===== config.mk =====
export PLATFORM = sky130hd
export DESIGN_NAME = exc_cause_gen
export DESIGN_NICKNAME = d
export VERILOG_FILES = /design/src/rtl/exc_cause_gen.sv
export SDC_FILE = /design/constraint.sdc
export NUM_CORES = 1
export LEC_CHECK = 0
export ABC_AREA = 1
export ABC_CLOCK_PERIOD_IN_PS = 2800
export BUFFER_PORTS_ARGS = -buffer_cell sky130_fd_sc_hd__buf_4
export CAP_MARGIN = 20
export CORE_UTILIZATION = 50
export CTS_BUF_LIST = sky130_fd_sc_hd__clkbuf_8
export DETAILED_ROUTE_END_ITERATION = 7
export PLACE_DENSITY = 0.89
export RECOVER_POWER = 50
export SYNTH_ARGS = -nofsm -noshare
export SYNTH_HDL_FRONTEND = slang
export SYNTH_SLANG_ARGS = --single-unit

===== constraint.sdc =====
create_clock -name clk -period 2.8 [get_ports clk]
set_input_delay 0.28 -clock clk [delete_from_list [all_inputs] [get_ports clk]]
set_output_delay 0.28 -clock clk [all_outputs]
set_load 0.01 [all_outputs]

===== src/rtl/exc_cause_gen.sv =====
module exc_cause_gen #(
  parameter int AW = 32,
  parameter int DW = 32,
  parameter int RW = 5,
  parameter int EW = 32
) (
  input  logic          clk,
  input  logic          rst_n,
  input  logic          op_valid,
  input  logic [1:0]    op_kind,
  input  logic [AW-1:0] addr,
  input  logic [DW-1:0] divisor,
  input  logic [1:0]    acc_size,
  input  logic [RW-1:0] dest_reg,
  input  logic [AW-1:0] stk_lo,
  input  logic [AW-1:0] stk_hi,
  input  logic          bus_err,
  input  logic          msr_ee,
  input  logic          cfg_div_exc,
  input  logic          cfg_ibus_exc,
  input  logic          cfg_dbus_exc,
  output logic          exc_strobe,
  output logic [EW-1:0] esr,
  output logic [AW-1:0] ear,
  output logic          div_zero
);
  localparam int CW     = 5;
  localparam int WR_BIT = CW + RW;
  localparam int WD_BIT = CW + RW + 1;
  localparam logic [CW-1:0] C_ALIGN = CW'(1);
  localparam logic [CW-1:0] C_IBUS  = CW'(3);
  localparam logic [CW-1:0] C_DBUS  = CW'(4);
  localparam logic [CW-1:0] C_DIVZ  = CW'(5);
  localparam logic [CW-1:0] C_STACK = CW'(7);

  logic is_div, is_store, is_fetch, is_data;
  logic [1:0] amask;
  logic misal, stk_bad, bus_hit, div_by_0;
  logic [EW-1:0] align_word;

  assign is_div   = op_kind == 2'd0;
  assign is_store = op_kind == 2'd2;
  assign is_fetch = op_kind == 2'd3;
  assign is_data  = op_kind == 2'd1 || is_store;
  assign amask    = acc_size == 2'd2 ? 2'b11 : (acc_size == 2'd1 ? 2'b01 : 2'b00);
  assign misal    = is_data && |(addr[1:0] & amask);
  assign stk_bad  = is_data && (addr < stk_lo || addr > stk_hi);
  assign bus_hit  = bus_err && !is_div;
  assign div_by_0 = divisor == '0;

  always_comb begin
    align_word                     = '0;
    align_word[CW-1:0]             = C_ALIGN;
    align_word[CW +: RW]           = dest_reg;
    align_word[WR_BIT]             = is_store;
    align_word[WD_BIT]             = acc_size == 2'd2;
  end

  logic          stb_n, dz_n;
  logic [EW-1:0] esr_n;
  logic [AW-1:0] ear_n;

  always_comb begin
    stb_n = 1'b0;
    esr_n = esr;
    ear_n = ear;
    dz_n  = div_zero;
    if (op_valid) begin
      if (bus_hit) begin
        if (msr_ee) begin
          ear_n = addr;
          if (is_fetch ? cfg_ibus_exc : cfg_dbus_exc) begin
            esr_n = EW'(is_fetch ? C_IBUS : C_DBUS);
            stb_n = 1'b1;
          end
        end
      end else if (misal) begin
        ear_n = addr;
        esr_n = align_word;
        stb_n = msr_ee;
      end else if (stk_bad) begin
        ear_n = addr;
        esr_n = EW'(C_STACK);
        stb_n = 1'b1;
      end else if (is_div) begin
        dz_n = div_by_0;
        if (div_by_0 && msr_ee && cfg_div_exc) begin
          esr_n = EW'(C_DIVZ);
          stb_n = 1'b1;
        end
      end
    end
  end

  always_ff @(posedge clk) begin
    if (!rst_n) begin
      exc_strobe <= 1'b0;
      esr        <= '0;
      ear        <= '0;
      div_zero   <= 1'b0;
    end else begin
      exc_strobe <= stb_n;
      esr        <= esr_n;
      ear        <= ear_n;
      div_zero   <= dz_n;
    end
  end

  a_r2_zero_divisor_sets_flag: assert property (@(posedge clk) disable iff (!rst_n)
    op_valid && op_kind == 2'd0 && divisor == '0 |=> div_zero);

  a_r3_nonzero_divisor_clears: assert property (@(posedge clk) disable iff (!rst_n)
    op_valid && op_kind == 2'd0 && divisor != '0 |=> !div_zero && !exc_strobe);

  a_r6_misaligned_recorded: assert property (@(posedge clk) disable iff (!rst_n)
    op_valid && is_data && !bus_err && misal
    |=> esr[CW-1:0] == C_ALIGN && ear == $past(addr) && exc_strobe == $past(msr_ee));

  a_r7_stack_strobes: assert property (@(posedge clk) disable iff (!rst_n)
    op_valid && is_data && !bus_err && !misal && stk_bad
    |=> exc_strobe && esr[CW-1:0] == C_STACK && ear == $past(addr));

  a_r8_bus_quiet_when_disabled: assert property (@(posedge clk) disable iff (!rst_n)
    op_valid && bus_err && op_kind != 2'd0 && !msr_ee
    |=> !exc_strobe && $stable(esr) && $stable(ear) && $stable(div_zero));

  a_r11_idle_no_change: assert property (@(posedge clk) disable iff (!rst_n)
    !op_valid |=> !exc_strobe && $stable(esr) && $stable(ear) && $stable(div_zero));

endmodule


Yosys cells after proc, flatten, opt, wreduce, memory -nomap -nowiden
Cells that the tools add are included.
{"block": "classes", "n_reduce_logical": 18, "n_lt_le_gt_ge": 2, "muxes": 22, "bitwise_logic": 4, "eq_ne": 7}
{"cell": "two-way mux 32 bit", "n": 11}
{"cell": "greater-than comparator 32 bit", "n": 1}
{"cell": "zero test 32 bit", "n": 1}
{"cell": "less-than comparator 32 bit", "n": 1}
{"cell": "AND reduction 5 bit", "n": 2}
{"cell": "two-way mux 1 bit", "n": 9}
{"cell": "nonzero test 4 bit", "n": 2}
{"cell": "equality test 2 bit (second input constant)", "n": 3}
{"cell": "logical AND 1 bit", "n": 5}
{"cell": "equality test 2 x 1 -> 1 bit (second input constant)", "n": 2}
{"cell": "two-way mux 3 bit", "n": 1}
{"cell": "NOT 1 bit", "n": 3}
{"cell": "AND reduction 3 bit", "n": 1}
{"cell": "nonzero test 3 bit", "n": 1}
{"cell": "AND 2 bit", "n": 1}
{"cell": "zero test 2 bit", "n": 1}
{"cell": "logical OR 1 bit", "n": 2}
{"cell": "two-way mux 2 bit", "n": 1}
{"cell": "!= test 2 x 1 -> 1 bit (second input constant)", "n": 1}
{"cell": "!= test 2 bit (second input constant)", "n": 1}
{"cell": "AND reduction 2 bit", "n": 1}
{"cell": "OR reduction 2 bit", "n": 1}
{"cell": "zero test 1 bit", "n": 1}
{"block": "word_totals", "regBits": 66, "out_inout_bits": 66, "wordCells": 57, "inputBits": 145}

Logic depth before layout (Yosys ltp)
{"block": "logic_depth", "ltp_word": 8, "depth_mapped": 22, "ltp_nobuf": 21}

Worst setup path after synthesis
No wires, ideal clock.
{"block": "synth_path", "path_kind": "input to register", "startpoint": "input port stk_hi[23]", "endpoint": "register esr[1]", "setup_ns": 0.113, "t_arrival_ns": 1.764, "slack_ns": 0.924, "required_time_ns": 2.687, "cell_stages": 15, "path_buffers": 0, "path_cell_list": "inv_1 ha_1 nand2_1 nor2_2 nand2_1 nor3_2 nand2_1 nand2_1 nand2_1 nand2_2 nand2_4 a21oi_2 nand3_1 nand2_1 nor2_1"}
{"block": "synth_between", "elab_chain_len": 6, "elab_cells_between_ends": 9, "cone_classes": "1 x order compare; 3 x mux; 5 x reduce/logical"}
{"element": "start: declaration", "line": "16", "text": "input logic [AW-1:0] stk_hi,"}
{"element": "greater-than comparator 32 bit *", "line": "47", "text": "assign stk_bad = is_data && (addr < stk_lo || addr > stk_hi);"}
{"element": "logical OR 1 bit *", "line": "47"}
{"element": "logical AND 1 bit *", "line": "47"}
{"element": "two-way mux 32 bit", "line": "81", "text": "end else if (stk_bad) begin"}
{"element": "two-way mux 32 bit", "line": "77", "text": "end else if (misal) begin"}
{"element": "two-way mux 32 bit", "line": "69", "text": "if (bus_hit) begin"}
{"element": "end signal: assignment", "line": "103", "text": "esr <= esr_n;"}
{"element": "end: declaration", "line": "23", "text": "output logic [EW-1:0] esr,"}
Every way passes the cells marked *; elsewhere a longest branch is shown, timed or not.
A chain may end at the register's enable or synchronous reset.

Final worst setup path
{"block": "layout_path", "startpoint": "input port addr[5]", "endpoint": "register ear[24]"}
{"block": "layout_between", "elab_chain_len": 5, "elab_cells_between_ends": 6, "cone_classes": "2 x order compare; 4 x reduce/logical"}
{"element": "start: declaration", "line": "11", "text": "input logic [AW-1:0] addr,"}
{"element": "less-than comparator 32 bit / greater-than comparator 32 bit (equally long branches)", "line": "47"}
{"element": "logical OR 1 bit *", "line": "47"}
{"element": "logical AND 1 bit *", "line": "47"}
{"element": "nonzero test 3 bit (no line) *"}
{"element": "AND reduction 3 bit (no line) *"}
{"element": "end signal: assignment", "line": "104", "text": "ear <= ear_n;"}
{"element": "end: declaration", "line": "24", "text": "output logic [AW-1:0] ear,"}
Marked as above.

==> metrics.md <==
| Metric | Value |
|---|---|
| CP Launch Type | `primary input` |
| Asr flop ratio synth | `0%` |
| Layout area overhead | `34.4%` |
| Mapped Area | `roughly 3800 µm²` |
| Cell count after synthesis | `560` |
| Row Count | `31` |
| Met1 Use GR | `around 28%` |
| Fin crit share | `approximately 76%` |
| Count of different cell masters after synthesis | `28` |
| Register area share after synthesis | `between 20% and 30%` |
| Syn avg cell area | `approximately 6.8 µm²` |
| Placed Area | `around 5200 µm²` |
| Port Buffer Count | `188` |
| Root Driver | `clkbuf_8` |
| Clk slew on worst S/H paths | `around 0.08 ns` |
| Met3 GRT Util | `between 4 and 5%` |
| Kind of critical path | `primary input to flip-flop` |
| Yosys warnings | `0` |
| Maximum operating frequency | `0.467 GHz` |
| CP dominant cell by count | `nand2_1` |
| Die Area | `around 8000 µm²` |
| Router iterations before antenna repair | `4` |
| Via density per instance | `roughly 5` |
| Crit. Startpoint | `addr[5]` |
| Remaining routing DRC violations | `0` |
| Hold slack | `~0.23 ns` |
| Clk_lat worst skew | `0.29 ns` |
| Reg2reg start | `ear[24]` |
| Reg2Reg Depth | `2` |
| Number of maximum-capacitance violations | `0` |
| I/O pin count | `approximately 210` |
| Worst-Margin Slew | `roughly 0.99 ns` |
| Fin. max-slew vios | `0` |
| Post-route setup TNS | `0 ns` |
| Cells resized by post-CTS repair | `0` |
| Reg2Reg Setup Slack | `2.15 ns` |
| Fin area | `between 5000 and 6000 µm²` |
| CTS tree | `done` |
| HP Class | `primary input to flip-flop` |
| Final hold viol count | `0` |
| Outcome | `finished, final reports clean` |
| Top cells by area, synth | `dfxtp_1 23%, ha_1 22%, nand2_1 12%` |
| Hold Buf Count CTS | `0` |
| Leak | `around 0.0028 µW` |
| # setup viols final | `0` |
| CP peak stage delay | `approximately 0.30 ns` |
| Initial Utilization | `a little over half` |
| First-pass GRT wire length | `between 15000 and 20000 µm` |
| Overflow after GRT | `0` |
| Synth area leader | `dfxtp_1` |
| Initial antenna violation count | `0` |
| Cts bufs inserted | `5` |
| Initial drt markers | `around 160` |
| Final min period | `roughly 2.1 ns` |
| Pwr per Cell Area | `~360 nW/µm²` |
| Crit path required time | `3.01 ns` |
| HPWL Detailed | `9190 µm` |
| Final Skew | `0 ns` |
| Gr busiest metal | `met2` |
| Unrepaired setup endpoints after global routing | `false` |
| CP endpoint kind | `flip-flop` |
| Max clock buf depth | `2` |
| Post-CTS Setup Bufs | `0` |
| Total Routing Usage GR | `between 20% and 30%` |
| Routed vias | `4214` |
| Antenna diode instance count | `0` |
| IR Drop Worst-Case VDD | `~160 µV` |
| Layout cells sized above 1 | `approximately 23%` |
| Pin count of the biggest net entering global routing | `33` |
| Reg2Reg Capture Point | `ear[24]` |
| Crit path cell chain | `buf_4, ha_1, a21oi_1, nor2_1, nor3_1, nand2_1, nand2_1, nand2_1, nand2_1, nand2_1, nand2_2, nand2_4, nand2_4, buf_4, nand3_1, a21oi_1` |
| # nets final | `around 950` |
| Post-synth top area share | `a little under a quarter` |
| Synth Register Bits | `44` |
| GPL Wtd Cong | `0.891` |
| Clock sink count | `44` |
| CTS H-Tree Depth | `2` |
| Die width | `about 89 µm` |
| Final WL | `about 11000 µm` |
| Number of flops mapped to enable cells by yosys | `0` |
| Vias in the first global route | `approximately 4000` |
| Max FO, Critical Path | `20` |
| M2 GR Usage | `between 50 and 60%` |
| Wire length per cell | `between 10 and 15 µm` |
| Crit-path slowest cell | `ha_1` |
| Synth Flop Type | `dfxtp_1` |
| Hold Startpoint | `op_valid` |
| ANT nets after route | `0` |
| Core region area | `7290 µm²` |
| Critical Path AT | `~2.4 ns` |
| CP Capture Point | `ear[24]` |
| Die H | `~89 µm` |
| Normalized max-slew margin | `between 30% and 40%` |
==> worst min-delay path by stage <==
stage | end | slack (ns) | depth (start not counted)
after global routing | exc_strobe | 0.24 | 3
after global placement | ear[31] | 0.45 | 2
after detailed placement | ear[2] | 0.46 | 2
after CTS | exc_strobe | 0.22 | 3
final | exc_strobe | 0.23 | 3
after floorplan | exc_strobe | 0.40 | 2
==> worst max-delay path, delay by kind of cell <==
| family | cells | cell delay (ns) |
|---|---|---|
| adder cells (fa/ha/maj) | 1 | 0.30 |
| AO/OA/AOI/OAI | 2 | 0.32 |
| AND/OR/NAND/NOR | 11 | 1.05 |
| buffers and inverters | 2 | 0.40 |
==> cells in the mapped netlist (2+ instances only) <==
| library cell | instances |
|---|---|
| nand2_2 | 3 |
| inv_1 | 87 |
| ha_1 | 67 |
| nand4_1 | 4 |
| nand3_1 | 49 |
| a21oi_1 | 64 |
| inv_2 | 3 |
| buf_6 | 4 |
| nand2_1 | 117 |
| o21ai_0 | 12 |
| clkbuf_1 | 5 |
| a21o_1 | 2 |
| nand2_4 | 3 |
| nor4_1 | 8 |
| buf_4 | 26 |
| nor2_1 | 47 |
| nor3_1 | 4 |
| dfxtp_1 | 44 |
| o21a_1 | 2 |
==> routing by layer <==
metal / up-vias / part of all wire (%)
met5: - / 0
met4: 0 / 3.3
met3: 35 / 6.4
met2: 185 / 53
met1: 1863 / 37
li1: 2131 / -
==> cell type report <==
cell class                      instances  area [µm²]
Tap cell                               99         124
Multi-Input combinational cell        411        2400
Inverter                               90         338
Clock inverter                          3        38.8
Fill cell                             622        2180
Timing Repair Buffer                  190        1260
Clock buffer                            5        68.8
Sequential cell                        44         881
==> logic make-up after synthesis <==
family	synth area share (%)
other	0.0985
and+or+nand+nor	27.5
buffers and inverters	15.8
DFF	23.1
AOI/OAI and AO/OA	11.2
muxes	0.296
adders and majority gates	22.0
==> per-stage QoR <==
| stage | setup slack (ns) | utilization, % | total power (µW) | instances |
|---|---|---|---|---|
| detailed placement | 0.350 | 70.9 | 1420 | 834 |
| global placement | 0.496 | 70.9 | 1390 | 834 |
| floorplan | 0.924 | - | 1120 | 581 |
| global route | 0.393 | 70.1 | 1970 | 842 |
| CTS | 0.644 | 72.4 | 1890 | 842 |
| finish | 0.659 | 70.1 | 1850 | 842 |
==> sequential cells by signal, indices dropped and copies added (netlist names) <==
signal and count:
exc_strobe 1, esr 10, ear 32, div_zero 1
==> cells in the final DEF (no fill, tap or decap), types with 2 or more instances in the layout <==
master and n:
nand2_2 3, ha_1 67, inv_2 3, inv_1 88, nand4_1 4, o21a_1 2
clkbuf_1 44, buf_4 146, o21ai_0 12, nor4_1 8, conb_1 22, nand3_1 49
a21oi_1 64, dfxtp_1 44, nor2_1 47, nand2_1 117, clkbuf_8 5, nor3_1 4
nand2_4 3, a21o_1 2
==> power by group <==
group | internal [µW] | switching [µW] | leakage (µW)
Clock | 261 | 217 | 0.0000593
Combinational | 303 | 374 | 0.00237
Sequential | 673 | 25.7 | 0.000360
Total | 1240 | 616 | 0.00279
Note: power is estimated with default switching activity, not from simulation.
